[config.mk]
export PLATFORM = sky130hd
export DESIGN_NAME = flash_prot_regs
export DESIGN_NICKNAME = d
export VERILOG_FILES = /design/src/rtl/flash_prot_pkg.sv /design/src/rtl/flash_key_seq.sv /design/src/rtl/flash_flag_cell.sv /design/src/rtl/flash_prot_regs.sv
export SDC_FILE = /design/constraint.sdc
export NUM_CORES = 1
export LEC_CHECK = 0
export BUFFER_PORTS_ARGS = -buffer_cell sky130_fd_sc_hd__clkbuf_2
export CELL_PAD_IN_SITES_DETAIL_PLACEMENT = 1
export CELL_PAD_IN_SITES_GLOBAL_PLACEMENT = 2
export CORE_ASPECT_RATIO = 0.75
export CORE_MARGIN = 5
export CORE_UTILIZATION = 19
export CTS_BUF_LIST = sky130_fd_sc_hd__clkbuf_4
export DETAILED_ROUTE_END_ITERATION = 16
export PLACE_DENSITY = 0.87
export SETUP_SLACK_MARGIN = 0.5
export SYNTH_ARGS = -nofsm -noshare
export SYNTH_HDL_FRONTEND = slang
export SYNTH_SLANG_ARGS = --single-unit
[constraint.sdc]
create_clock -name clk -period 1.07 [get_ports clk]
set_clock_uncertainty 0.1 [all_clocks]
set_input_delay 0 -clock clk [delete_from_list [all_inputs] [get_ports clk]]
set_output_delay 0 -clock clk [all_outputs]
set_load 0.02 [all_outputs]
[src/rtl/flash_prot_pkg.sv]
package flash_prot_pkg;

    localparam int unsigned DATA_W   = 8;
    localparam int unsigned FLAG_N   = 4;

    // register offsets
    localparam int unsigned OFS_STAT = 5;
    localparam int unsigned OFS_KEY  = 10;

    // data-area key bytes, in the order they must arrive
    localparam logic [DATA_W-1:0] KEY_FIRST  = 8'hAE;
    localparam logic [DATA_W-1:0] KEY_SECOND = 8'h56;

    // status bit positions
    localparam int unsigned BIT_WPD = 0;
    localparam int unsigned BIT_PUL = 1;
    localparam int unsigned BIT_EOP = 2;
    localparam int unsigned BIT_DUL = 3;
    localparam int unsigned BIT_HV  = 6;

    // per-flag clear rules, bit i of each mask covers flag i
    localparam logic [FLAG_N-1:0] CLR_RD_MASK = 4'b0101;
    localparam logic [FLAG_N-1:0] CLR_WZ_MASK = 4'b1010;
    localparam logic [FLAG_N-1:0] CLR_OP_MASK = 4'b0100;

    typedef enum logic [0:0] {
        KS_WAIT_FIRST  = 1'b0,
        KS_WAIT_SECOND = 1'b1
    } key_state_t;

endpackage

[src/rtl/flash_key_seq.sv]
module flash_key_seq
    import flash_prot_pkg::*;
(
    input  logic              clk,
    input  logic              rst_n,
    input  logic              key_wr_i,
    input  logic [DATA_W-1:0] key_data_i,
    output logic              unlock_o
);

    key_state_t state_q;
    key_state_t state_d;

    // next-state logic
    always_comb begin
        state_d = state_q;
        unique case (state_q)
            KS_WAIT_FIRST: begin
                if (key_wr_i && (key_data_i == KEY_FIRST)) begin
                    state_d = KS_WAIT_SECOND;
                end
            end
            KS_WAIT_SECOND: begin
                // any key write leaves this state, right or wrong
                if (key_wr_i) begin
                    state_d = KS_WAIT_FIRST;
                end
            end
            default: state_d = KS_WAIT_FIRST;
        endcase
    end

    // state register
    always_ff @(posedge clk or negedge rst_n) begin
        if (!rst_n) begin
            state_q <= KS_WAIT_FIRST;
        end else begin
            state_q <= state_d;
        end
    end

    // outputs
    always_comb begin
        unlock_o = 1'b0;
        unique case (state_q)
            KS_WAIT_FIRST:  unlock_o = 1'b0;
            KS_WAIT_SECOND: unlock_o = key_wr_i && (key_data_i == KEY_SECOND);
            default:        unlock_o = 1'b0;
        endcase
    end

endmodule

[src/rtl/flash_flag_cell.sv]
module flash_flag_cell #(
    parameter bit CLR_ON_RD = 1'b0,
    parameter bit CLR_ON_WZ = 1'b0,
    parameter bit CLR_ON_OP = 1'b0
) (
    input  logic clk,
    input  logic rst_n,
    input  logic set_i,
    input  logic rd_clr_i,
    input  logic wz_clr_i,
    input  logic op_clr_i,
    output logic flag_o
);

    logic clr;

    always_comb begin
        clr = (CLR_ON_RD && rd_clr_i) ||
              (CLR_ON_WZ && wz_clr_i) ||
              (CLR_ON_OP && op_clr_i);
    end

    // a set beats any clear in the same cycle
    always_ff @(posedge clk or negedge rst_n) begin
        if (!rst_n) begin
            flag_o <= 1'b0;
        end else if (set_i) begin
            flag_o <= 1'b1;
        end else if (clr) begin
            flag_o <= 1'b0;
        end
    end

endmodule

[src/rtl/flash_prot_regs.sv]
module flash_prot_regs
    import flash_prot_pkg::*;
#(
    parameter int unsigned ADDR_W = 4
) (
    input  logic              clk,
    input  logic              rst_n,
    input  logic [ADDR_W-1:0] bus_addr,
    input  logic              bus_wr,
    input  logic              bus_rd,
    input  logic [DATA_W-1:0] bus_wdata,
    output logic [DATA_W-1:0] bus_rdata,
    input  logic              evt_prog_unlock,
    input  logic              evt_prot_wr,
    input  logic              evt_op_done,
    input  logic              evt_op_start,
    input  logic              hv_off,
    input  logic              irq_en,
    output logic              irq
);

    localparam logic [ADDR_W-1:0] A_STAT = ADDR_W'(OFS_STAT);
    localparam logic [ADDR_W-1:0] A_KEY  = ADDR_W'(OFS_KEY);

    logic              sel_stat;
    logic              sel_key;
    logic              rd_stat;
    logic              wr_stat;
    logic              wr_key;
    logic              unlock_hit;
    logic [FLAG_N-1:0] flag_set;
    logic [FLAG_N-1:0] flags_q;
    logic              hv_q;
    logic [DATA_W-1:0] stat_byte;

    always_comb begin
        sel_stat = (bus_addr == A_STAT);
        sel_key  = (bus_addr == A_KEY);
        rd_stat  = bus_rd && sel_stat;
        wr_stat  = bus_wr && sel_stat;
        wr_key   = bus_wr && sel_key;
    end

    flash_key_seq u_key (
        .clk        (clk),
        .rst_n      (rst_n),
        .key_wr_i   (wr_key),
        .key_data_i (bus_wdata),
        .unlock_o   (unlock_hit)
    );

    always_comb begin
        flag_set          = '0;
        flag_set[BIT_WPD] = evt_prot_wr;
        flag_set[BIT_PUL] = evt_prog_unlock;
        flag_set[BIT_EOP] = evt_op_done;
        flag_set[BIT_DUL] = unlock_hit;
    end

    for (genvar i = 0; i < FLAG_N; i++) begin : g_flag
        flash_flag_cell #(
            .CLR_ON_RD (CLR_RD_MASK[i]),
            .CLR_ON_WZ (CLR_WZ_MASK[i]),
            .CLR_ON_OP (CLR_OP_MASK[i])
        ) u_cell (
            .clk      (clk),
            .rst_n    (rst_n),
            .set_i    (flag_set[i]),
            .rd_clr_i (rd_stat),
            .wz_clr_i (wr_stat && !bus_wdata[i]),
            .op_clr_i (evt_op_start),
            .flag_o   (flags_q[i])
        );
    end

    // high-voltage state, hardware only; reset value is "off"
    always_ff @(posedge clk or negedge rst_n) begin
        if (!rst_n) begin
            hv_q <= 1'b1;
        end else begin
            hv_q <= hv_off;
        end
    end

    always_comb begin
        stat_byte                  = '0;
        stat_byte[BIT_HV]          = hv_q;
        stat_byte[FLAG_N-1:0]      = flags_q;
    end

    // key register is write-only and reads as zero
    always_comb begin
        bus_rdata = '0;
        if (rd_stat) begin
            bus_rdata = stat_byte;
        end
    end

    always_comb begin
        irq = irq_en && (flags_q[BIT_EOP] || flags_q[BIT_WPD]);
    end

endmodule

==> results.toml, run 1 <==
[synth]
synth_top_family_by_area = "simple AND/OR/NAND/NOR gates"
synth_top_cell_by_area = "dfrtp_1"
ys_async_sr_fraction = 1.00
synth_fa_ha_area_frac = 0
syn_area_um2 = 360
synth_area_leaders = "dfrtp_1 (35%), and3_2 (10%), dfstp_2 (7.3%)"
synth_compound_area_frac = 0.135
syn_area_per_cell_um2 = 10.6
synth_seq_area_share = 0.420
synthMuxAreaShare = 0
synth_seq_cells = 6
synth-edff-count = 0
synthCells = 34
synthTopCellsByCount = "and3_2 (5), dfrtp_1 (5), buf_4 (3)"
synth_cell_types = 19
yosys_warnings = 0
ys.flop_type = "dfrtp_1"
synthSimpleGateAreaFrac = 0.361
netlist.area_leader.share = 0.347
synth_xor_area_frac = 0

[route]
detail_route.vias_per_cell = 4.23
ant_nets = 0
num_vias = 398
wl_per_cell_um = 15.3
drtIter0Drc = 5
drt_wl_total_um = 1440
drtPass1Iterations = 4
drc = 0

[timing]
rsz0062_at_grt = "yes"
setup_viol_count_final = 2
maxSlewHeadroom = 0.608
finalSetupTns_ps = -107
worstMarginPinSlew_ps = 580
fin_crit_sh = 1.08
fin_ws_ps = -84.7
hold_viol_final = 5
slew_violations = 0
finalCriticalPeriod_ps = 1150
holdWs_ps = -174
fmax_mhz = 866

[power]
sw_frac_of_total = 0.248
p_leak_nw = 0.324
clkPwrFrac = 0.412
peakVddDrop_mv = 0.437
p_int_uw = 473
p_per_area_nw_per_um2 = 859
p_comb_frac = 0.208
seq_power_share = 0.380
p_sw_uw = 157
power_uw = 630

[worst_hold_path]
hold_start = "evt_prog_unlock"
hold_path_class = "input pin to flip-flop"
min_path_cells = 2

[worst_setup_path]
cp_cell_sequence = "and3_4 -> buf_8"
rr_worst_depth = 3
critPathTopFamily = "flip-flops"
critPathLaunch = "hv_q$_DFF_PN1_"
path_depth = 2
path_buf_inv = 1
crit_path_max_fanout = 1
r2r-start = "u_key.state_q$_DFF_PN0_"
cp.arrival_ps = 1050
crit_slowest_cell = "dfstp_2"
setup.worst_path.class = "flip-flop to output port"
cp.required_ps = 970
cpPeakStageDelay_ps = 530
end_kind = "output port"
cp-start-kind = "flip-flop"

[cts]
cts.sinks = 6
clockBufferDepth = 2
insertion_delay_ps = 250
hold_buffers = 2
path_clk_slew_ps = 60
cts_tree = "built"
cts_buffers = 3
cts_max_level = 1
root_buffer = "clkbuf_4"

[die]
core_area_um2 = 1770
dieWidth_um = 60.3
fp.dieArea_um2 = 2880
io_pins = 31
num_rows = 13
initial_core_util = 0.203
die_h_um = 47.7

[placed_design]
gp_congestion = 0.660
dpl.hpwl_um = 937
port_buffers = 27
pre_cts_slack_ps = 64.4
postPlaceCellArea_um2 = 534

[global_routing]
grt_pass1_vias = 402
grt_usage = 0.0915
antenna_found_initial = 0
gr-total-overflow = 0
grt_pass1_wl_um = 1840
grt_max_degree = 9

[cells_and_area]
multi_input_area_um2 = 245
antenna_cells = 0
drive_gt1_frac = 0.694
area_growth_syn_to_layout_pct = 103
stdcell_area_um2 = 733
register_area_um2 = 151
nFillCells = 202
final_nets = 95

[status]
violations = "negative hold slack, negative setup slack"
status = "complete, but fails checks"

[flow_run]
drv_cap = 0
-- through the flow --
| stage | std cells | utilization |
|---|---|---|
| floorplan | 36 | - |
| global placement | 82 | 0.301 |
| detailed placement | 82 | 0.301 |
| CTS | 92 | 0.385 |
| global route | 94 | 0.414 |
| finish | 94 | 0.414 |
-- metal layers --
layer | global-route usage | share of wire | vias up
met3 | 0.0243 | 0.028 | 2
met4 | 0.0531 | 0.013 | 0
li1 | - | - | 203
met1 | 0.0966 | 0.39 | 186
met2 | 0.168 | 0.57 | 7
met5 | 0 | 0 | -
-- flip-flops by register name, summed over array words and instances (netlist names) --
name,flops
u_key.state_q,1
g_flag.u_cell.flag_o,4
hv_q,1
-- power by group through the flow --
| stage | clock network (mW) | registers, mW | logic [mW] |
|---|---|---|---|
| 3_3_place_gp | 0 | 0.242 | 0.0949 |
| 5_1_grt | 0.284 | 0.240 | 0.139 |
| 3_5_place_dp | 0 | 0.243 | 0.0961 |
| 2_1_floorplan | 0 | 0.241 | 0.0469 |
| 6_report | 0.260 | 0.240 | 0.131 |
| 4_1_cts | 0.267 | 0.239 | 0.115 |
-- layout by cell type (no fill, tap or decap), types with 2 or more instances in the layout --
cell           instances
clkbuf_2              21
buf_8                  6
and3_4                 5
dfrtp_1                5
clkbuf_4               4
buf_6                  4
conb_1                 3
o2bb2ai_2              2
nand3b_1               2
a21o_1                 2
dlygate4sd3_1          2
buf_4                  2
-- kinds of logic (layout without fill, tap and decap cells) --
logic type | count (synthesis) | count (layout)
AO/OA/AOI/OAI | 6 | 6
buffers and inverters | 4 | 40
flip-flops | 6 | 6
other | 1 | 3
AND/OR/NAND/NOR | 17 | 17
-- worst paths after layout --
check | end | slack [ps]
setup / recovery | bus_rdata[6] | -80
hold / removal | g_flag[1].u_cell.flag_o$_DFFE_PN0P_ | -170
setup reg to reg | u_key.state_q$_DFF_PN0_ | 20
hold reg to reg | g_flag[1].u_cell.flag_o$_DFFE_PN0P_ | 390
max in group asynchronous | hv_q$_DFF_PN1_ | 590
min in group asynchronous | u_key.state_q$_DFF_PN0_ | 40
-- cell type report --
type | count | share of cell area
Tap cell | 22 | 0.0375
Timing Repair Buffer | 35 | 0.375
Inverter | 1 | 0.00512
Clock buffer | 4 | 0.0410
Sequential cell | 6 | 0.206
Multi-Input combinational cell | 26 | 0.334
-- worst reg2reg max path, cell delays in order (launching register included) --
cell and delay, ps:
dfrtp_1 390, nor4b_2 210, nand3_1 130, o2bb2ai_2 140
-- what timing repair did --
item	in CTS	in global routing
endpoints found under the setup margin	11	11
gates resized for setup	15	12
hold endpoints to repair	12	5
pin swaps	4	2
buffers inserted	4	2
Power figures use the tool's default switching activity.
==> run 2, diff against run 1 <==
--- a/config.mk
+++ b/config.mk
@@ -5,15 +5,14 @@
 export SDC_FILE = /design/constraint.sdc
 export NUM_CORES = 1
 export LEC_CHECK = 0
-export BUFFER_PORTS_ARGS = -buffer_cell sky130_fd_sc_hd__clkbuf_2
 export CELL_PAD_IN_SITES_DETAIL_PLACEMENT = 1
 export CELL_PAD_IN_SITES_GLOBAL_PLACEMENT = 2
-export CORE_ASPECT_RATIO = 0.75
-export CORE_MARGIN = 5
-export CORE_UTILIZATION = 19
+export CORE_AREA = 5 5 42 44
 export CTS_BUF_LIST = sky130_fd_sc_hd__clkbuf_4
 export DETAILED_ROUTE_END_ITERATION = 16
-export PLACE_DENSITY = 0.87
+export DIE_AREA = 0 0 47 49
+export DONT_BUFFER_PORTS = 1
+export PLACE_DENSITY = 0.77
 export SETUP_SLACK_MARGIN = 0.5
 export SYNTH_ARGS = -nofsm -noshare
 export SYNTH_HDL_FRONTEND = slang
==> run 2 against run 1 <==
The flow finishes with violations (negative hold slack). Clock-buffer cell count did not move. Sequential cell count did not move. Sequential share of layout area is 10 points higher. Critical path depth decreased by 1. Largest cell class is now multi-input gates.
==> results.toml, run 2 (synthesis gave the netlist of run 1 again) <==
[route]
wl_per_cell_um = 16.9
drtPass1Iterations = 2
drtIter0Drc = 2
num_vias = 307
drt_wl_total_um = 997
drc = 0
ant_nets = 0
detail_route.vias_per_cell = 5.20

[worst_setup_path]
rrSetupSlack_ps = 60
cp.arrival_ps = 950
crit_slowest_cell = "dfstp_2"
critPathTopFamily = "flip-flops"
end_kind = "output port"
cp-start-kind = "flip-flop"
cp_cell_sequence = "and3_4"
crit_path_max_fanout = 1
cp.required_ps = 970
r2r-start = "u_key.state_q$_DFF_PN0_"
rr_endpoint = "u_key.state_q$_DFF_PN0_"
rr_worst_depth = 3
setup.worst_path.class = "flip-flop to output port"
cpPeakStageDelay_ps = 510
path_buf_inv = 0

[worst_hold_path]
hold_start = "evt_prog_unlock"
min_path_cells = 1
hold_path_class = "input pin to flip-flop"
whs_endpoint = "g_flag[1].u_cell.flag_o$_DFFE_PN0P_"

[placed_design]
postPlaceCellArea_um2 = 392
dpl.hpwl_um = 820
placed_cells = 49
port_buffers = 0
gp_congestion = 0.741
pre_cts_slack_ps = 37.1

[die]
num_rows = 14
die_h_um = 49
fp.dieArea_um2 = 2300
io_pins = 31
initial_core_util = 0.257
core_area_um2 = 1400
dieWidth_um = 47

[flow_run]
drv_cap = 0

[power]
p_per_area_nw_per_um2 = 1100
p_leak_nw = 0.181
peakVddDrop_mv = 0.291

[global_routing]
grt_usage = 0.0964
grt_max_degree = 9
grt_pass1_vias = 370
gr-total-overflow = 0
antenna_found_initial = 0
grt_pass1_wl_um = 1520

[timing]
setup_viol_count_final = 0
finalCriticalPeriod_ps = 1050
fin_ws_ps = 20.0
rsz0062_at_grt = "yes"
fmax_mhz = 952
fin_crit_sh = 0.981
holdWs_ps = -244
hold_viol_final = 10
slew_violations = 0

[cells_and_area]
antenna_cells = 0
drive_gt1_frac = 0.465
area_growth_syn_to_layout_pct = 36.1
stdcell_area_um2 = 490
final_util = 0.350
top_regs = "g_flag.u_cell.flag_o (4), hv_q (1), u_key.state_q (1)"
top_register = "g_flag.u_cell.flag_o"
final_nets = 66
largest_register_ffs = 4
mostFrequentLayoutCells = "and3_4 (5), dfrtp_1 (5), clkbuf_4 (4)"
instances_no_fill = 59

[cts]
insertion_delay_ps = 240
cts_buffers = 3
cts.sinks = 6
clockBufferDepth = 2
cts_tree = "built"
hold_buffers = 2
cts_max_level = 1
path_clk_slew_ps = 40
root_buffer = "clkbuf_4"

[status]
status = "complete, but fails checks"
violations = "negative hold slack"
## run 2: cell types whose count changed in the layout (fill, tap and decap cells not counted)
cell	previous run	this run
and4bb_4	1	0
o2bb2ai_1	0	1
o2bb2ai_2	2	1
buf_8	6	0
and4bb_2	0	1
buf_6	4	2
nand3_4	1	0
clkbuf_2	21	0
nand3_2	0	1
## run 2: metal layers
metal | up-vias | wire, um | track usage
li1 | 142 | - | -
met1 | 145 | 301 | 0.0830
met2 | 18 | 542 | 0.156
met3 | 2 | 127 | 0.0332
met4 | 0 | 25 | 0.0968
met5 | - | 0 | 0
## run 2: metrics by stage
| stage | TNS [ps] | power, mW |
|---|---|---|
| floorplan | 0 | 0.288 |
| global placement | 0 | 0.282 |
| detailed placement | 0 | 0.284 |
| CTS | 0 | 0.550 |
| global route | -15.8 | 0.560 |
| finish | 0 | 0.540 |
## run 2: power breakdown
group	switching, mW	leakage (nW)	total (mW)	internal, mW
registers	0.00397	0.0670	0.239	0.235
clock network	0.0807	0.0184	0.247	0.166
logic	0.0288	0.0955	0.0540	0.0252
## run 2: repair_timing
item                       4_1_cts  5_1_grt
gates cloned                     0        0
setup endpoints to repair       11       11
pin swaps                        6        3
hold endpoints to repair        12       10
setup buffers                    3        1
resized for setup                3        1
## run 2: worst max-delay path by stage
stage / from / to / slack, ps / depth (start not counted)
after floorplan: u_key.state_q$_DFF_PN0_ / u_key.state_q$_DFF_PN0_ / 120 / 3
after global placement: u_key.state_q$_DFF_PN0_ / u_key.state_q$_DFF_PN0_ / 80 / 3
after detailed placement: u_key.state_q$_DFF_PN0_ / u_key.state_q$_DFF_PN0_ / 40 / 3
after CTS: hv_q$_DFF_PN1_ / bus_rdata[6] / 4 / 1
after global routing: u_key.state_q$_DFF_PN0_ / u_key.state_q$_DFF_PN0_ / -10 / 3
final: hv_q$_DFF_PN1_ / bus_rdata[6] / 20 / 1
## run 2: cell type report
class,count,area [um^2]
Clock buffer,4,30.0
Tap cell,16,20.0
Inverter,1,3.75
Sequential cell,6,151
Multi-Input combinational cell,26,228
Timing Repair Buffer,6,57.6
Fill cell,162,911
==> run 3, diff against run 2 <==
==> constraint.sdc (replaced) <==
create_clock -name clk -period 1.07 [get_ports clk]
set_clock_uncertainty 0.1 [all_clocks]
set_input_delay 0 -clock clk [delete_from_list [all_inputs] [get_ports clk]]
set_output_delay 0 -clock clk [all_outputs]
set_load 0.1 [all_outputs]
==> run 3 against run 2 <==
The run ends with negative hold slack, negative setup slack left. Hold slack better by 0.71 ps. Design area up 7.7%. Non-clock buffer count increased by 1. Utilization rose by 2.7 points. Clock power is 2% lower. Critical path depth unchanged. Routed wire length rose by 11%. Worst setup slack got worse by 160 ps. Critical endpoint unchanged. Largest power group unchanged. Highest routed layer is now met3.
==> results.toml, run 3 (synthesis gave the netlist of run 1 again) <==
[status]
status = "complete, but fails checks"
violations = "negative hold slack, negative setup slack"

[worst_setup_path]
cpPeakStageDelay_ps = 510
cp.arrival_ps = 1110
crit_path_max_fanout = 1
cp-start-kind = "flip-flop"
setup.worst_path.class = "flip-flop to output port"
cp_cell_sequence = "and3_4"
cp.required_ps = 970
crit_slowest_cell = "dfstp_2"
path_buf_inv = 0
critPathTopFamily = "flip-flops"
end_kind = "output port"

[die]
dieWidth_um = 47
fp.dieArea_um2 = 2300
initial_core_util = 0.257
num_rows = 14
core_area_um2 = 1400
die_h_um = 49
io_pins = 31

[global_routing]
grt_max_degree = 9
grt_pass1_vias = 403
gr-total-overflow = 0
grt_pass1_wl_um = 1690
antenna_found_initial = 0
grt_usage = 0.102

[route]
num_vias = 318
drtPass1Iterations = 1
detail_route.vias_per_cell = 5.30
ant_nets = 0
drc = 0
wl_per_cell_um = 18.5
drt_wl_total_um = 1110
drtIter0Drc = 0

[flow_run]
drv_cap = 0

[cts]
cts_buffers = 3
path_clk_slew_ps = 50
cts_max_level = 1
clockBufferDepth = 2
hold_buffers = 2
root_buffer = "clkbuf_4"
cts.sinks = 6
insertion_delay_ps = 240
cts_tree = "built"

[cells_and_area]
instances_no_fill = 60
area_growth_syn_to_layout_pct = 46.5
top_register = "g_flag.u_cell.flag_o"
drive_gt1_frac = 0.500
largest_register_ffs = 4
final_nets = 67
top_regs = "g_flag.u_cell.flag_o (4), hv_q (1), u_key.state_q (1)"
antenna_cells = 0
stdcell_area_um2 = 528
mostFrequentLayoutCells = "and3_4 (5), dfrtp_1 (5), clkbuf_4 (4)"

[timing]
holdWs_ps = -244
fmax_mhz = 826
fin_crit_sh = 1.13
setup_viol_count_final = 4
hold_viol_final = 10
fin_ws_ps = -141
slew_violations = 0
maxSlewHeadroom = 0.660
rsz0062_at_grt = "yes"
finalCriticalPeriod_ps = 1210
worstMarginPinSlew_ps = 503

[placed_design]
placed_cells = 50
dpl.hpwl_um = 844
port_buffers = 0
postPlaceCellArea_um2 = 412
gp_congestion = 0.728

[power]
p_leak_nw = 0.192
peakVddDrop_mv = 0.366
p_per_area_nw_per_um2 = 1160

[worst_hold_path]
hold_path_class = "input pin to flip-flop"
## run 3: cell types whose count changed in the layout (fill, tap and decap cells not counted)
| cell | change |
|---|---|
| buf_12 | +1 |
| buf_4 | -1 |
| buf_6 | +1 |
| nand3_2 | -1 |
| nand3_4 | +1 |
| o2bb2ai_1 | -1 |
| o2bb2ai_2 | +1 |
## run 3: metal layers
layer | vias up | global-route usage | part of all wire
met3 | 0 | 0.0369 | 0.12
li1 | 145 | - | -
met2 | 17 | 0.181 | 0.59
met4 | 0 | 0.0553 | 0
met1 | 156 | 0.0938 | 0.29
met5 | - | 0 | 0
## run 3: power by group
group | total (mW) | switching [mW] | internal, mW
combinational | 0.131 | 0.0946 | 0.0367
clock | 0.242 | 0.0762 | 0.166
sequential | 0.240 | 0.00474 | 0.235
total | 0.614 | 0.176 | 0.438
## run 3: worst paths after layout
path / to / cells past startpoint / slack (ps) / start
max: bus_rdata[6] / 1 / -140 / hv_q$_DFF_PN1_
min: g_flag[1].u_cell.flag_o$_DFFE_PN0P_ / 1 / -240 / evt_prog_unlock
max reg2reg: u_key.state_q$_DFF_PN0_ / 3 / 20 / u_key.state_q$_DFF_PN0_
min reg2reg: g_flag[1].u_cell.flag_o$_DFFE_PN0P_ / 1 / 390 / g_flag[1].u_cell.flag_o$_DFFE_PN0P_
max in group asynchronous: hv_q$_DFF_PN1_ / 1 / 620 / rst_n
min in group asynchronous: g_flag[1].u_cell.flag_o$_DFFE_PN0P_ / 1 / -30 / rst_n
## run 3: per-stage QoR
step / util / setup slack, ps / setup TNS [ps] / total power, mW
after floorplan: - / 115 / 0 / 0.351
after detailed placement: 0.294 / 29.4 / 0 / 0.357
after global routing: 0.377 / -172 / -529 / 0.641
after CTS: 0.351 / -160 / -347 / 0.625
after global placement: 0.294 / 78.6 / 0 / 0.355
final: 0.377 / -141 / -303 / 0.614
## run 3: repair_timing
item	in CTS	in global routing
gates resized for setup	3	4
setup buffers	2	2
hold endpoints to repair	12	10
pin swaps	6	2
setup endpoints to repair	11	11
## run 3: final cells by class
cell class                 count  area [um^2]
clock buffer                   4         30.0
sequential                     6          151
multi-input combinational     26          241
inverter                       1         3.75
timing repair buffer           7         81.3
tap                           16         20.0
fill                         158          873
